$ cat config.mk
export PLATFORM = sky130hd
export DESIGN_NAME = irda_rx_debounce
export DESIGN_NICKNAME = d
export VERILOG_FILES = /design/src/rtl/irda_dbf_pkg.sv /design/src/rtl/irda_dbf_sync.sv /design/src/rtl/irda_dbf_count.sv /design/src/rtl/irda_dbf_stretch.sv /design/src/rtl/irda_rx_debounce.sv
export SDC_FILE = /design/constraint.sdc
export NUM_CORES = 1
export LEC_CHECK = 0
export ABC_CLOCK_PERIOD_IN_PS = 2700
export BUFFER_PORTS_ARGS = -buffer_cell sky130_fd_sc_hd__buf_2
export CAP_MARGIN = 20
export CORE_MARGIN = 4
export CORE_UTILIZATION = 46
export DETAILED_ROUTE_END_ITERATION = 16
export PLACE_DENSITY_LB_ADDON = 0.15
export REMOVE_ABC_BUFFERS = 1
export SYNTH_ARGS = -nofsm -noshare
export SYNTH_HDL_FRONTEND = slang
export SYNTH_HIERARCHICAL = 1
export SYNTH_SLANG_ARGS = --single-unit
$ cat constraint.sdc
create_clock -name clk -period 2.7 [get_ports clk]
set_input_delay 0.135 -clock clk [delete_from_list [all_inputs] [get_ports clk]]
set_output_delay 0.135 -clock clk [all_outputs]
set_load 0.01 [all_outputs]
$ cat src/rtl/irda_dbf_pkg.sv
package irda_dbf_pkg;
  typedef enum logic [1:0] {
    ST_IDLE  = 2'd0,
    ST_COUNT = 2'd1,
    ST_DONE  = 2'd2
  } dbf_state_e;
endpackage

$ cat src/rtl/irda_dbf_sync.sv
module irda_dbf_sync #(
  parameter int STAGES  = 2,
  parameter bit RST_VAL = 1'b1
) (
  input  logic clk,
  input  logic rst_n,
  input  logic d,
  output logic q
);
  logic [STAGES-1:0] sr_q;
  logic [STAGES-1:0] sr_n;

  always_comb begin
    sr_n = {sr_q[STAGES-2:0], d};
  end

  always_ff @(posedge clk or negedge rst_n) begin
    if (!rst_n) sr_q <= {STAGES{RST_VAL}};
    else        sr_q <= sr_n;
  end

  assign q = sr_q[STAGES-1];
endmodule

$ cat src/rtl/irda_dbf_count.sv
module irda_dbf_count
  import irda_dbf_pkg::*;
#(
  parameter int CNT_W = 8
) (
  input  logic             clk,
  input  logic             rst_n,
  input  logic             rx_s,
  input  logic [CNT_W-1:0] psc,
  output logic             hit
);
  dbf_state_e       st_q, st_n;
  logic [CNT_W-1:0] cnt_q, cnt_n, psc_eff;
  logic             rx_d_q;
  logic             fall, rise, cnt_en;

  always_comb begin
    fall    = rx_d_q & ~rx_s;
    rise    = ~rx_d_q & rx_s;
    psc_eff = (psc == '0) ? CNT_W'(1) : psc;
    st_n    = st_q;
    cnt_n   = cnt_q;
    hit     = 1'b0;
    unique case (st_q)
      ST_IDLE: begin
        cnt_n = psc_eff;
        if (fall) begin
          if (psc_eff == CNT_W'(1)) begin
            hit  = 1'b1;
            st_n = ST_DONE;
          end else begin
            cnt_n = psc_eff - CNT_W'(1);
            st_n  = ST_COUNT;
          end
        end
      end
      ST_COUNT: begin
        if (rise) begin
          cnt_n = psc_eff;
          st_n  = ST_IDLE;
        end else if (cnt_q == CNT_W'(1)) begin
          hit   = 1'b1;
          cnt_n = '0;
          st_n  = ST_DONE;
        end else begin
          cnt_n = cnt_q - CNT_W'(1);
        end
      end
      ST_DONE: begin
        if (rise) begin
          cnt_n = psc_eff;
          st_n  = ST_IDLE;
        end
      end
      default: st_n = ST_IDLE;
    endcase
    cnt_en = (cnt_n != cnt_q);
  end

  always_ff @(posedge clk or negedge rst_n) begin
    if (!rst_n) begin
      st_q   <= ST_IDLE;
      rx_d_q <= 1'b1;
    end else begin
      st_q   <= st_n;
      rx_d_q <= rx_s;
    end
  end

  always_ff @(posedge clk or negedge rst_n) begin
    if (!rst_n)      cnt_q <= '0;
    else if (cnt_en) cnt_q <= cnt_n;
  end

  // a rise during counting discards the pulse
  a_r3_rise_no_hit: assert property (@(posedge clk) disable iff (!rst_n)
    (st_q == ST_COUNT && rx_s) |-> !hit);
  // one acceptance per pulse
  a_r6_single_hit: assert property (@(posedge clk) disable iff (!rst_n)
    hit |=> !hit);
  // a live count never sits at zero
  a_r2_cnt_live: assert property (@(posedge clk) disable iff (!rst_n)
    (st_q == ST_COUNT) |-> (cnt_q != '0));
  // after a rise the counter is reloaded and idle
  a_r8_reload: assert property (@(posedge clk) disable iff (!rst_n)
    (st_q == ST_COUNT && rx_s) |=> (st_q == ST_IDLE));
endmodule

$ cat src/rtl/irda_dbf_stretch.sv
module irda_dbf_stretch #(
  parameter int BIT_TICKS = 16
) (
  input  logic clk,
  input  logic rst_n,
  input  logic hit,
  input  logic tick,
  output logic rx_filt
);
  localparam int TCNT_W = $clog2(BIT_TICKS);

  logic              out_q, out_n;
  logic [TCNT_W-1:0] tcnt_q, tcnt_n;

  always_comb begin
    out_n  = out_q;
    tcnt_n = tcnt_q;
    if (hit) begin
      out_n  = 1'b0;
      tcnt_n = '0;
    end else if (!out_q && tick) begin
      if (tcnt_q == TCNT_W'(BIT_TICKS - 1)) begin
        out_n  = 1'b1;
        tcnt_n = '0;
      end else begin
        tcnt_n = tcnt_q + TCNT_W'(1);
      end
    end
  end

  always_ff @(posedge clk or negedge rst_n) begin
    if (!rst_n) begin
      out_q  <= 1'b1;
      tcnt_q <= '0;
    end else begin
      out_q  <= out_n;
      tcnt_q <= tcnt_n;
    end
  end

  assign rx_filt = out_q;

  // the output only falls on an acceptance
  a_r5_fall_from_hit: assert property (@(posedge clk) disable iff (!rst_n)
    $fell(rx_filt) |-> $past(hit));
  // the output only rises on a tick with no acceptance
  a_r5_rise_on_tick: assert property (@(posedge clk) disable iff (!rst_n)
    $rose(rx_filt) |-> ($past(tick) && !$past(hit)));
  // an acceptance always leaves the line low
  a_r7_hit_low: assert property (@(posedge clk) disable iff (!rst_n)
    hit |=> !rx_filt);
endmodule

$ cat src/rtl/irda_rx_debounce.sv
module irda_rx_debounce #(
  parameter int CNT_W       = 8,
  parameter int SYNC_STAGES = 2,
  parameter int BIT_TICKS   = 16
) (
  input  logic             clk,
  input  logic             rst_n,
  input  logic             rx_pin,
  input  logic [CNT_W-1:0] psc,
  input  logic             tick16,
  output logic             rx_filt
);
  logic rx_s;
  logic hit;

  irda_dbf_sync #(.STAGES(SYNC_STAGES), .RST_VAL(1'b1)) u_sync (
    .clk(clk), .rst_n(rst_n), .d(rx_pin), .q(rx_s)
  );

  irda_dbf_count #(.CNT_W(CNT_W)) u_count (
    .clk(clk), .rst_n(rst_n), .rx_s(rx_s), .psc(psc), .hit(hit)
  );

  irda_dbf_stretch #(.BIT_TICKS(BIT_TICKS)) u_stretch (
    .clk(clk), .rst_n(rst_n), .hit(hit), .tick(tick16), .rx_filt(rx_filt)
  );

  // an idle synchronized line never produces a low output on its own
  a_r1_idle_high: assert property (@(posedge clk) disable iff (!rst_n)
    $fell(rx_filt) |-> $past(!rx_s));
endmodule

**Word level (Yosys, flattened, before mapping)**

Index checks and enable logic that the tools add are counted.

- Bits in registers: 18
- Output and inout bits: 1
- Memory bits (read-only): 0
- Memories kept: 0
- Bits in writable memories: 0
- Latch bits: 0
- Input bits: 12

- Shift operators: 0
- Div/mod/pow operators: 0
- Multipliers: 0
- Add/sub/neg operators: 3
- Mux-type cells: 24
- Reduce and logical (&&, ||, !) cells: 8
- Eq/ne operators: 9
- Bitwise gates (word level): 4
- Order comparisons: 0

Operator list:

| cell | number |
|---|---|
| 8-bit 2-to-1 mux | 6 |
| 8-bit case mux with 3 select lines | 1 |
| 8-bit by 1-bit == test with 1-bit output, second input constant | 2 |
| 8-bit by 1-bit subtractor with 8-bit output, second input constant | 2 |
| 4-bit 2-to-1 mux | 3 |
| 2-bit 2-to-1 mux | 5 |
| 8-bit logical NOT | 1 |
| 8-bit != test | 1 |
| 1-bit 2-to-1 mux | 7 |
| 2-bit case mux with 3 select lines | 1 |
| 4-bit by 1-bit adder with 4-bit output, second input constant | 1 |
| 4-bit == test, second input constant | 1 |
| 2-bit by 1-bit != test with 1-bit output, second input constant | 2 |
| 2-bit nonzero test | 2 |
| 3-bit by 1-bit != test with 1-bit output, second input constant | 1 |
| 3-bit AND reduction | 1 |
| 1-bit bitwise AND | 2 |
| 2-bit by 1-bit == test with 1-bit output, second input constant | 1 |
| 2-bit == test, second input constant | 1 |
| 2-bit logical NOT | 1 |
| 1-bit NOT | 2 |
| 1-bit case mux with 2 select lines | 1 |
| 2-bit AND reduction | 1 |
| 1-bit logical AND | 1 |
| 1-bit logical NOT | 1 |

**Logic depth before layout (Yosys ltp)**

- Word-level depth: 8
- Gate-level depth with buffers: 10

**By module**

Netlist, hierarchy kept.

Modules (own cells, without submodules):

| module | area each (um^2) | instances | sequential area each (um^2) | cells each |
|---|---|---|---|---|
| irda_dbf_count | 1,098.6 | 1 | 276.5 | 145 |
| irda_dbf_stretch | 244.0 | 1 | 126.4 | 23 |
| irda_dbf_sync | 52.6 | 1 | 52.6 | 2 |

**Least setup slack after synthesis**

Ideal clock, no wire load.

- Kind: input-to-reg
- Start: input psc[2]
- End: register u_stretch.tcnt_q[0]
- Buffers on the path: 1
- Stages: 10
- Required time: 2,568 ps
- Setup time: 132 ps
- Arrival: 2,056 ps
- Path slack: 513 ps
- Cell sequence: clkbuf_1 -> nor4_2 -> and2_1 -> a21oi_1 -> inv_1 -> ha_1 -> nand4_1 -> or2_2 -> a21oi_1 -> nor2_1

- Cells in the longest elaborated chain, start to end: 7
- Elaborated cells on any way between the ends: 8

RTL lines:

| what | RTL line | RTL |
|---|---|---|
| start: declaration | irda_rx_debounce.sv:9 | `input logic [CNT_W-1:0] psc,` |
| 8-bit logical NOT | irda_dbf_count.sv:20 | `psc_eff = (psc == '0) ? CNT_W'(1) : psc;` |
| 8-bit 2-to-1 mux * | irda_dbf_count.sv:20 |  |
| 8-bit by 1-bit == test with 1-bit output * | irda_dbf_count.sv:28 | `if (psc_eff == CNT_W'(1)) begin` |
| 1-bit 2-to-1 mux * | irda_dbf_count.sv:28 |  |
| 1-bit 2-to-1 mux * | irda_dbf_count.sv:27 | `if (fall) begin` |
| 1-bit case mux with 2 select lines * | irda_dbf_count.sv:24 | `unique case (st_q)` |
| net hit | irda_rx_debounce.sv:14 | `logic hit;` |
| 4-bit 2-to-1 mux or 2-bit nonzero test (tied branches) | - |  |
| end signal: assignment | irda_dbf_stretch.sv:37 | `tcnt_q <= tcnt_n;` |
| end: declaration | irda_dbf_stretch.sv:13 | `logic [TCNT_W-1:0] tcnt_q, tcnt_n;` |

The timed path passes the listed nets; every way through them passes the cells marked *.
A chain may end at the register's enable or synchronous reset.

**Worst setup path in the final report**

- Start: register u_count.rx_d_q
- End: register u_count.cnt_q[7]

- Cells in the longest elaborated chain, start to end: 5
- Elaborated cells on any way between the ends: 8

RTL lines:

| what | RTL line | RTL |
|---|---|---|
| start: declaration | irda_dbf_count.sv:14 | `logic rx_d_q;` |
| start signal: assignment | irda_dbf_count.sv:66 | `rx_d_q <= rx_s;` |
| 1-bit NOT | irda_dbf_count.sv:19 | `rise = ~rx_d_q & rx_s;` |
| 1-bit bitwise AND | irda_dbf_count.sv:19 |  |
| 8-bit 2-to-1 mux (on tied branches) | irda_dbf_count.sv:50, irda_dbf_count.sv:38 |  |
| 8-bit case mux with 3 select lines * | irda_dbf_count.sv:24 |  |
| 8-bit != test | irda_dbf_count.sv:57 | `cnt_en = (cnt_n != cnt_q);` |
| end signal: assignment | irda_dbf_count.sv:72 | `else if (cnt_en) cnt_q <= cnt_n;` |
| end: declaration | irda_dbf_count.sv:13 | `logic [CNT_W-1:0] cnt_q, cnt_n, psc_eff;` |

Mark *: on every way between the ends. The rest lies on a longest branch, timed or not.

==> results_dict.tcl <==
set metrics [dict create \
    status "completed" \
    setup_tns_ns 0 \
    grt_pass1_vias 1261 \
    p_leak_nw 0.6617 \
    p_sw_frac 0.4161 \
    synthDistinctLibCells 56 \
    vias 1398 \
    globalRouteTotalUtil 0.1835 \
    max_slew.worst_pin.slew_ns 0.5912 \
    clock_latency_ns 0.30 \
    path_clk_slew_ns 0.11 \
    core-area_um2 2829 \
    grt_max_degree 19 \
    wire_per_inst_um 16.46 \
    syn_avg_cell_area_um2 8.206 \
    die_area_um2 3978 \
    start_util 0.4931 \
    synth_area_leaders "dfrtp_1 25%, dfstp_2 7.5%, a21oi_1 7.2%" \
    yosysTopAreaCell "dfrtp_1" \
    multi_input_area_um2 890.9 \
    clock.fmax_ghz 0.4378 \
    yosysSeqAreaShare 0.3265 \
    endpoint_kind "register" \
    htree_levels 1 \
    routed_wl_um 3523 \
    yosysTopAreaCellShare 0.2511 \
    finalMaxSlewViolations 0 \
    synthArstFlopShare 1.000 \
    first_iter_violations 105 \
    postRouteAntennaNets 0 \
    hold_viol 0 \
    fin_skew_ns 0.008681 \
    p_sw_w 0.0005019 \
    layout-drive-gt1-share 0.1694 \
    p_int_w 0.0007042 \
    critPathKind "reg -> reg" \
    fill_cells 255 \
    grt_pass1_wl_um 5913 \
    vdd_drop_max_v 0.0005224 \
    clock-sinks 18 \
    crit_fanout 7 \
    pwr-share-comb 0.443 \
    synth_edf_count 0 \
    required_ns 2.87 \
    dp_hpwl_um 2615 \
    firstDrtPassIters 4 \
    seqPwrFrac 0.419 \
    min_period_over_period 0.8460 \
    clock_power_share 0.139 \
    die_height_um 63.07 \
    hp-class "in -> reg" \
    tritoncts "done" \
    antenna_found_initial 0 \
    synth-seq-cells 18 \
    synth_warnings 6 \
    critical_path.startpoint_type "register" \
    nNetsFinal 201 \
    viasPerCell 6.533 \
    holdWs_ns 0.1873 \
    grt_overflow 0 \
    syn-cell-area_um2 1395 \
    gp_congestion 0.9327 \
    cts-root-buf "clkbuf_4" \
    max_cap_viol_count 0 \
    maxSlewHeadroom 0.6059 \
    numCtsBuffers 3 \
    ioPinCount 13 \
    drcViolationCount 0 \
    rsz0062_at_grt "no" \
    portBuffers 12 \
    netlist_instances 170 \
    postCtsSetupBuffers 0 \
    area_growth_pct 10.31 \
    regArea_um2 455.4 \
    chipWidth_um 63.07 \
    period_minus_slack_ns 2.284 \
    clockBufferDepth 2 \
    rows 19 \
    cp.arrival_ns 2.45 \
    synth_top_flop_cell "dfrtp_1" \
    setup_viol 0 \
    n_antenna_cell 0 \
    power_density_nw_per_um2 783.7 \
]
[cell usage in the layout, fill, tap and decap left out, types with 3 or more instances in the layout]
master,n
a21oi_1,20
a221oi_1,3
buf_2,12
clkbuf_4,3
dfrtp_1,14
dfstp_2,4
ha_1,5
inv_1,6
nand2_1,17
nand3_1,4
nand3b_1,3
nor2_1,19
o211ai_1,3
o21ai_0,9
or2_2,3
xor2_1,3
[flip-flops by register name (all words and copies together) (netlist names)]
| name | count |
|---|---|
| u_count/cnt_q | 8 |
| u_count/rx_d_q | 1 |
| u_count/st_q | 2 |
| u_stretch/rx_filt | 1 |
| u_stretch/tcnt_q | 4 |
| u_sync/sr_q | 2 |
[worst max-delay path: stages (launching register included)]
cell      delay (ns)
dfstp_2         0.60
or4b_4          0.50
or4_4           0.45
o311ai_0        0.49
a21oi_1         0.13
[path summary, 6_finish.rpt]
check,slack (ns),from,cells past startpoint,endpoint
max,0.42,u_count/rx_d_q,4,u_count/cnt_q[7]
min,0.19,psc[0],3,u_count/cnt_q[0]
max reg2reg,0.42,u_count/rx_d_q,4,u_count/cnt_q[7]
min reg2reg,0.36,u_sync/sr_q[0],0,u_sync/sr_q[1]
max in group asynchronous,2.07,rst_n,2,u_count/rx_d_q
min in group asynchronous,0.29,rst_n,2,u_count/cnt_q[2]
[final cells by class]
type	instances	share of cell area
Multi-Input combinational cell	139	0.5789
Sequential cell	18	0.2959
Timing Repair Buffer	16	0.06179
Tap cell	31	0.02520
Clock buffer	4	0.02358
Inverter	6	0.01463
[synth_stat cells (3+ instances only)]
library cell	instances
dfrtp_1	14
nand3b_1	3
a21oi_1	20
xor2_1	3
or2_2	3
inv_1	6
clkbuf_1	7
nor2_1	19
o211ai_1	3
nand3_1	4
nand2_1	17
ha_1	5
o21ai_0	9
a221oi_1	3
dfstp_2	4
[through the flow]
stage,power [W],utilization,worst slack (ns),instance area (um2),std cells
floorplan,0.0008738,-,0.6699,1369,163
finish,0.001206,0.5440,0.4159,1539,214
detailed placement,0.001032,0.5241,0.3489,1483,208
global route,0.001317,0.5440,0.2900,1539,214
CTS,0.001206,0.5440,0.4302,1539,214
global placement,0.001015,0.5241,0.4665,1483,208
[logic make-up (layout without fill, tap and decap cells)]
family	after synthesis	count (layout)	synth area share
DFF	18	18	0.3265
and+or+nand+nor	71	71	0.2780
adders and majority gates	5	5	0.04484
AOI/OAI and AO/OA	56	56	0.2682
xor gates and xnor gates	4	4	0.02512
muxes	3	3	0.02242
buffers and inverters	13	26	0.03498
[what timing repair did]
action | 4_1_cts | 5_1_grt
endpoints found under the setup margin | 0 | 0
resized for setup | 0 | 0
endpoints found under the hold margin | 15 | 0
hold buffers | 2 | 0
[power groups by stage]
| stage | combinational (W) | clock (W) | sequential [W] |
|---|---|---|---|
| finish | 0.000534 | 0.000167 | 0.000505 |
| global route | 0.000602 | 0.000191 | 0.000524 |
| global placement | 0.000514 | 0 | 0.000501 |
| floorplan | 0.000384 | 0 | 0.000490 |
| detailed placement | 0.000524 | 0 | 0.000508 |
| CTS | 0.000529 | 0.000176 | 0.000501 |
[routing by layer]
layer / share of wire / track usage / vias up / wire length, um
met3: 0.061 / 0.04263 / 6 / 214
li1: - / - / 664 / -
met1: 0.47 / 0.2561 / 680 / 1666
met2: 0.46 / 0.2899 / 48 / 1612
met5: 0 / 0 / - / 0
met4: 0.0082 / 0.03581 / 0 / 29
No activity file was read; power rests on OpenSTA's default activity.
